### src/rtl/irqc_pkg.sv
`timescale 1ns/1ps
package irqc_pkg;
   localparam int IDX_W       = 5;
   localparam int CFG_HP_LSB  = 0;
   localparam int CFG_EN_BIT  = 7;
   localparam int CFG_LVL_LSB = 13;
   localparam int LVL_W       = 3;
   localparam int VEC_LSB     = 11;
   localparam int ACK_BIT     = 0;
   localparam logic [IDX_W-1:0] ERR_VEC = '0;

   typedef enum logic [1:0] {
      SEL_CFG    = 2'd0,
      SEL_MASK   = 2'd1,
      SEL_INSVC  = 2'd2,
      SEL_VECTOR = 2'd3
   } reg_sel_e;
endpackage

### src/rtl/irqc_arbiter.sv
`timescale 1ns/1ps
module irqc_arbiter #(
   parameter int NUM_SRC    = 32,
   parameter int PROMOTE_EN = 1
) (
   input  logic                        clk,
   input  logic                        rst_n,
   input  logic [NUM_SRC-1:0]          req,
   input  logic [NUM_SRC-1:0]          insvc,
   input  logic [irqc_pkg::IDX_W-1:0]  hp_sel,
   output logic                        win_valid,
   output logic [irqc_pkg::IDX_W-1:0]  win_idx
);
   localparam int IW = irqc_pkg::IDX_W;

   logic [IW-1:0]      hp_eff;
   logic [NUM_SRC-1:0] req_r, isv_r, elig_r;
   logic [IW-1:0]      win_rank;

   generate
      if (PROMOTE_EN != 0) begin : g_promote
         assign hp_eff = (32'(hp_sel) < NUM_SRC) ? hp_sel : '0;
      end else begin : g_fixed
         assign hp_eff = '0;
      end
   endgenerate

   // source index that occupies a given rank (rank 0 = most urgent)
   function automatic logic [IW-1:0] src_of_rank(input int r, input logic [IW-1:0] h);
      if (r == 0)            return h;
      else if (r <= int'(h)) return IW'(r - 1);
      else                   return IW'(r);
   endfunction

   always_comb begin
      for (int r = 0; r < NUM_SRC; r++) begin
         req_r[r] = req[src_of_rank(r, hp_eff)];
         isv_r[r] = insvc[src_of_rank(r, hp_eff)];
      end
   end

   always_comb begin
      logic seen;
      seen = 1'b0;
      for (int r = 0; r < NUM_SRC; r++) begin
         seen      = seen | isv_r[r];
         elig_r[r] = req_r[r] & ~seen;
      end
   end

   always_comb begin
      win_valid = 1'b0;
      win_rank  = '0;
      for (int r = NUM_SRC - 1; r >= 0; r--) begin
         if (elig_r[r]) begin
            win_valid = 1'b1;
            win_rank  = IW'(r);
         end
      end
   end

   assign win_idx = src_of_rank(int'(win_rank), hp_eff);


   win_req_chk: assert property (@(posedge clk) disable iff (!rst_n)
      win_valid |-> req[win_idx]);

   win_not_busy_chk: assert property (@(posedge clk) disable iff (!rst_n)
      win_valid |-> !insvc[win_idx]);
endmodule

### src/rtl/irqc_regfile.sv
`timescale 1ns/1ps
module irqc_regfile #(
   parameter int NUM_SRC = 32,
   parameter int DATA_W  = 32
) (
   input  logic                                clk,
   input  logic                                rst_n,
   input  logic                                reg_wr,
   input  logic [1:0]                          reg_addr,
   input  logic [DATA_W-1:0]                   reg_wdata,
   output logic [DATA_W-1:0]                   reg_rdata,
   input  logic                                win_valid,
   input  logic [irqc_pkg::IDX_W-1:0]          win_idx,
   output logic [NUM_SRC-1:0]                  mask_o,
   output logic [NUM_SRC-1:0]                  insvc_o,
   output logic [irqc_pkg::IDX_W-1:0]          hp_o,
   output logic                                en_o,
   output logic [irqc_pkg::LVL_W-1:0]          lvl_o
);
   import irqc_pkg::*;

   logic [IDX_W-1:0]   hp_q;
   logic               en_q;
   logic [LVL_W-1:0]   lvl_q;
   logic [NUM_SRC-1:0] mask_q;
   logic [NUM_SRC-1:0] insvc_q;
   logic [IDX_W-1:0]   vec_q;

   logic wr_cfg, wr_mask, wr_insvc, ack_wr;
   assign wr_cfg   = reg_wr && (reg_sel_e'(reg_addr) == SEL_CFG);
   assign wr_mask  = reg_wr && (reg_sel_e'(reg_addr) == SEL_MASK);
   assign wr_insvc = reg_wr && (reg_sel_e'(reg_addr) == SEL_INSVC);
   assign ack_wr   = reg_wr && (reg_sel_e'(reg_addr) == SEL_VECTOR) && reg_wdata[ACK_BIT];

   always_ff @(posedge clk or negedge rst_n) begin
      if (!rst_n) begin
         hp_q    <= '0;
         en_q    <= 1'b0;
         lvl_q   <= '0;
         mask_q  <= '0;
         insvc_q <= '0;
         vec_q   <= '0;
      end else begin
         if (wr_cfg) begin
            hp_q  <= reg_wdata[CFG_HP_LSB +: IDX_W];
            en_q  <= reg_wdata[CFG_EN_BIT];
            lvl_q <= reg_wdata[CFG_LVL_LSB +: LVL_W];
         end
         if (wr_mask) begin
            mask_q <= {reg_wdata[NUM_SRC-1:1], 1'b0};
         end
         if (wr_insvc) begin
            insvc_q <= insvc_q & ~reg_wdata[NUM_SRC-1:0];
         end else if (ack_wr && win_valid) begin
            insvc_q[win_idx] <= 1'b1;
         end
         if (ack_wr) begin
            vec_q <= win_valid ? win_idx : ERR_VEC;
         end
      end
   end

   always_comb begin
      reg_rdata = '0;
      unique case (reg_sel_e'(reg_addr))
         SEL_CFG: begin
            reg_rdata[CFG_HP_LSB +: IDX_W]  = hp_q;
            reg_rdata[CFG_EN_BIT]           = en_q;
            reg_rdata[CFG_LVL_LSB +: LVL_W] = lvl_q;
         end
         SEL_MASK:   reg_rdata[NUM_SRC-1:0] = mask_q;
         SEL_INSVC:  reg_rdata[NUM_SRC-1:0] = insvc_q;
         SEL_VECTOR: reg_rdata[VEC_LSB +: IDX_W] = vec_q;
         default:    reg_rdata = '0;
      endcase
   end

   assign mask_o  = mask_q;
   assign insvc_o = insvc_q;
   assign hp_o    = hp_q;
   assign en_o    = en_q;
   assign lvl_o   = lvl_q;


   ack_marks_busy_chk: assert property (@(posedge clk) disable iff (!rst_n)
      (ack_wr && win_valid) |=> insvc_q[$past(win_idx)]);

   err_vec_chk: assert property (@(posedge clk) disable iff (!rst_n)
      (ack_wr && !win_valid) |=> (vec_q == ERR_VEC) && (insvc_q == $past(insvc_q)));

   vec_hold_chk: assert property (@(posedge clk) disable iff (!rst_n)
      !ack_wr |=> $stable(vec_q));

   w1c_no_set_chk: assert property (@(posedge clk) disable iff (!rst_n)
      wr_insvc |=> ((insvc_q & ~$past(insvc_q)) == '0));
endmodule

### src/rtl/vec_irq_ctrl.sv
`timescale 1ns/1ps
module vec_irq_ctrl #(
   parameter int NUM_SRC    = 32,
   parameter int DATA_W     = 32,
   parameter int PROMOTE_EN = 1
) (
   input  logic                       clk,
   input  logic                       rst_n,
   input  logic [NUM_SRC-1:0]         src_lvl,
   input  logic                       reg_wr,
   input  logic [1:0]                 reg_addr,
   input  logic [DATA_W-1:0]          reg_wdata,
   output logic [DATA_W-1:0]          reg_rdata,
   output logic                       irq_req,
   output logic [2:0]                 irq_level
);
   import irqc_pkg::*;

   generate
      if (NUM_SRC < 2 || NUM_SRC > (1 << IDX_W)) begin : g_bad_src
         $error("vec_irq_ctrl: NUM_SRC must lie in 2..32");
      end
      if (DATA_W < NUM_SRC || DATA_W < CFG_LVL_LSB + LVL_W) begin : g_bad_data
         $error("vec_irq_ctrl: DATA_W too narrow for mask or vector fields");
      end
   endgenerate

   logic [NUM_SRC-1:0] mask_w, insvc_w;
   logic [IDX_W-1:0]   hp_w, win_idx;
   logic               en_w, win_valid;
   logic [LVL_W-1:0]   lvl_w;

   irqc_regfile #(.NUM_SRC(NUM_SRC), .DATA_W(DATA_W)) regs_i (
      .clk       (clk),
      .rst_n     (rst_n),
      .reg_wr    (reg_wr),
      .reg_addr  (reg_addr),
      .reg_wdata (reg_wdata),
      .reg_rdata (reg_rdata),
      .win_valid (win_valid),
      .win_idx   (win_idx),
      .mask_o    (mask_w),
      .insvc_o   (insvc_w),
      .hp_o      (hp_w),
      .en_o      (en_w),
      .lvl_o     (lvl_w)
   );

   irqc_arbiter #(.NUM_SRC(NUM_SRC), .PROMOTE_EN(PROMOTE_EN)) arb_i (
      .clk       (clk),
      .rst_n     (rst_n),
      .req       (src_lvl & mask_w),
      .insvc     (insvc_w),
      .hp_sel    (hp_w),
      .win_valid (win_valid),
      .win_idx   (win_idx)
   );

   assign irq_req   = en_w & win_valid;
   assign irq_level = lvl_w;


   line0_quiet_chk: assert property (@(posedge clk) disable iff (!rst_n)
      (src_lvl == NUM_SRC'(1)) |-> !irq_req);
endmodule

### config.mk
export PLATFORM = sky130hd
export DESIGN_NAME = vec_irq_ctrl
export DESIGN_NICKNAME = d
export VERILOG_FILES = /design/src/rtl/irqc_pkg.sv /design/src/rtl/irqc_arbiter.sv /design/src/rtl/irqc_regfile.sv /design/src/rtl/vec_irq_ctrl.sv
export SDC_FILE = /design/constraint.sdc
export NUM_CORES = 1
export LEC_CHECK = 0
export BUFFER_PORTS_ARGS = -buffer_cell sky130_fd_sc_hd__buf_4
export CAP_MARGIN = 20
export CORE_MARGIN = 4
export CORE_UTILIZATION = 44
export CTS_CLUSTER_SIZE = 14
export DETAILED_ROUTE_END_ITERATION = 7
export PLACE_DENSITY = 0.72
export SKIP_CTS_REPAIR_TIMING = 1
export SLEW_MARGIN = 20
export SYNTH_ARGS = -nofsm -noshare
export SYNTH_HDL_FRONTEND = slang
export SYNTH_HIERARCHICAL = 1
export SYNTH_SLANG_ARGS = --single-unit
export TNS_END_PERCENT = 5
### constraint.sdc
create_clock -name clk -period 7 [get_ports clk]
set_input_delay 0.7 -clock clk [delete_from_list [all_inputs] [get_ports clk]]
set_output_delay 0.7 -clock clk [all_outputs]
set_load 0.005 [all_outputs]
==> results.yml <==
logic_synthesis:
  synth-edff-count: 0
  synth_flop_cell: "dfrtp_1"
  synth_compound_area_frac: 0.237
  yosysWarnings: 6
  synth.area.top_cells: "dfrtp_1 (28%), mux2_2 (8.9%), mux4_2 (4.5%)"
  synthArstFlopShare: 1.00
  yosys.area_share.simple: 0.235
  yosysMostFrequentCell: "dfrtp_1"
  synth_top_cell_area_share: 0.278
  muxShareOfSynthArea: 0.180
  synth_top_family_by_area: "compound AO/OA/AOI/OAI gates"
  ys_ff_latch: 77
  netlist_area_sq_um: 6940
  syn_inst: 764
  synth_largest_area_cell: "dfrtp_1"
  postSynthAreaPerCell_sq_um: 9.08
  yosysUniqueCellTypes: 89
  synth-seq-area-share: 0.278
  synth_nets: 843
  synth_xor_xnor_area_share: 0.00126
  synthTopCellsByCount: "dfrtp_1 (77), nand2_1 (66), mux2_2 (55)"
  synth_fa_ha_area_frac: 0.0180
pwr:
  p_leak_uw: 0.00344
  power_density_nw_per_um2: 420
  ir_worst_vdd_v: 0.000274
detailed_routing:
  drt-total-wl_microns: 22600
  post-route-drc-count: 0
  final_antenna_net_count: 0
  drt_iter0_markers: 712
  via_per_inst: 6.40
  vias: 6763
  wl_per_cell_microns: 21.4
  drt_pass1_iterations: 5
cts:
  htree_levels: 3
  clk_path_buf_depth: 2
  cts_buffers: 9
  cts_sinks: 77
  cts_root_buf: "clkbuf_16"
  clkSlewWorstSetupHoldPaths_ns: 0.06
  worstSkewPairLatency_ns: 0.33
  cts_tree: "yes"
worst_setup_path:
  crit_path_top_delay_cell: "dfrtp_2"
  reg2reg_depth: 18
  critPathBufInv: 1
  r2r_start: "regs_i/hp_o[1]"
  crit_required_ns: 7.25
  crit_type: "register to register"
  r2r-end: "regs_i/insvc_o[21]"
  cp_max_fo: 45
  cpMostUsedCell: "a21o_1"
  start_kind: "register"
  cpPeakStageDelay_ns: 0.73
  cp.depth: 18
  arrival_ns: 6.46
  cp_cell_sequence: "nor3_1, o21ai_0, a221o_1, nor4_1, nand4_1, nor4b_1, o21ai_1, inv_1, ha_1, a21o_1, a21o_1, a211o_1, a21boi_4, xor2_1, a21oi_1, nand3b_1, or3_1, o2bb2ai_1"
  crit_path_start: "regs_i/hp_o[1]"
  rrSetupSlack_ns: 0.79
  critical_path.top_delay_family: "compound AO/OA/AOI/OAI gates"
  crit_end: "regs_i/insvc_o[21]"
  end_kind: "register"
floorplan:
  core_sq_um: 15300
  start_util: 0.453
  rows: 45
  design.portCount: 105
  dieArea_sq_um: 17800
  die_w_microns: 134
  fp.dieH_microns: 134
placement:
  dp_hpwl_microns: 17300
  gp_congestion: 0.939
  port_buffers: 104
  placedCellCount: 1040
  placed_area_sq_um: 7820
global_routing:
  track_usage: 0.249
  antenna_found_initial: 0
  grt_pass1_vias: 6354
  grt_overflow: 0
  grt_max_degree: 75
  grt_pass1_wl_microns: 35600
sta:
  clock.fmax_mhz: 161
  post-route-period-util: 0.887
  tightest_slew_ns: 0.931
  setup_viol: 0
  hold_violations: 0
  rsz0062_at_grt: "false"
  slew_viol_final: 0
  fin_setup_tns_ns: 0
  worst_clock_skew_ns: 0.00937
  slew_headroom: 0.379
  period_needed_ns: 6.21
cells_and_area:
  antennaDiodeCount: 0
  finalNetCount: 919
  stdcell_count: 1056
  design_area_sq_um: 8130
  drive_above_1_share: 0.272
  area_delta_synth_final_pct: 17.1
  fill_cells: 1429
outcome:
  status: "complete, no violations"
min_path:
  hp-class: "input port to asynchronous set/reset pin"
run:
  max_cap_viol_count: 0
[layer usage]
| layer | up-vias | GRT usage | part of all wire | wire [microns] |
|---|---|---|---|---|
| met5 | - | 0 | 0 | 0 |
| met1 | 3296 | 0.367 | 0.44 | 10000 |
| met3 | 35 | 0.0465 | 0.084 | 1910 |
| met4 | 0 | 0.0777 | 0.025 | 558 |
| met2 | 349 | 0.370 | 0.45 | 10100 |
| li1 | 3083 | - | - | - |
[layout by cell type, fill, tap and decap left out, types with 4 or more instances in the layout]
cell type	netlist	final
ha_1	10	10
clkbuf_16	0	9
o2bb2ai_1	21	21
o21a_1	8	8
nor2b_1	37	37
nand4_1	10	10
buf_4	10	118
and4b_1	5	5
a211oi_1	7	7
nand3_1	23	23
and2_1	37	36
a31oi_1	9	9
a21oi_1	15	15
o211ai_1	7	7
nor3_1	17	17
o2111ai_1	4	4
nor4_1	5	5
mux2_2	55	55
a22o_1	11	11
a222oi_1	10	10
a21o_1	7	7
mux2i_1	29	29
nor3b_1	6	6
nand2_1	66	66
nor2_1	33	33
nand2b_1	14	14
and3_1	7	7
dfrtp_1	77	75
nand3b_1	8	8
or3_1	7	7
o21ai_0	25	25
o41ai_1	5	5
mux4_2	14	14
inv_1	19	19
a22oi_1	25	25
[area by class of cell]
| type | count | area [sq um] | share of cell area |
|---|---|---|---|
| timing repair buffer | 118 | 886 | 0.109 |
| sequential | 77 | 1930 | 0.237 |
| clock inverter | 3 | 43.8 | 0.00539 |
| tap | 211 | 264 | 0.0325 |
| inverter | 21 | 78.8 | 0.00970 |
| clock buffer | 13 | 260 | 0.0320 |
| multi-input combinational | 613 | 4660 | 0.574 |
[worst min path at each step]
stage | start | end | slack, ns
after CTS | rst_n | regs_i/mask_o[30] | 0.14
after global placement | regs_i/vec_q[0] | regs_i/vec_q[0] | 0.47
after global routing | rst_n | regs_i/mask_o[29] | 0.14
after floorplan | rst_n | regs_i/en_o | 0.40
final | rst_n | regs_i/mask_o[29] | 0.15
after detailed placement | regs_i/vec_q[0] | regs_i/vec_q[0] | 0.47
[registers in the layout, indices dropped and copies added (netlist names)]
| signal | cells |
|---|---|
| regs_i/vec_q | 5 |
| regs_i/mask_o | 31 |
| regs_i/en_o | 1 |
| regs_i/lvl_o | 3 |
| regs_i/hp_o | 5 |
| regs_i/insvc_o | 32 |
[metrics by stage]
stage / hold WS, ns / setup WS, ns / total power [uW] / utilization
finish: 0.149 / 0.791 / 3410 / 0.531
global route: 0.138 / 0.371 / 3630 / 0.531
CTS: 0.139 / 0.927 / 3350 / 0.530
detailed placement: 0.472 / 0.996 / 2870 / 0.511
global placement: 0.467 / 1.08 / 2870 / 0.511
floorplan: 0.404 / 2.06 / 2290 / -
[where the power goes]
group / leakage, uW / switching, uW / internal [uW] / total [uW]
Sequential: 0.000981 / 206 / 551 / 757
Clock: 0.000150 / 172 / 296 / 467
Combinational: 0.00231 / 1300 / 883 / 2190
Total: 0.00344 / 1680 / 1730 / 3410
[logic make-up (layout without fill, tap and decap cells)]
group,after synthesis,in the layout
and+or+nand+nor,293,293
buffers and inverters,74,155
other,1,1
xor gates and xnor gates,1,1
muxes,100,100
adders and majority gates,10,10
DFF,77,77
AOI/OAI and AO/OA,208,208
Power figures use the tool's default switching activity.
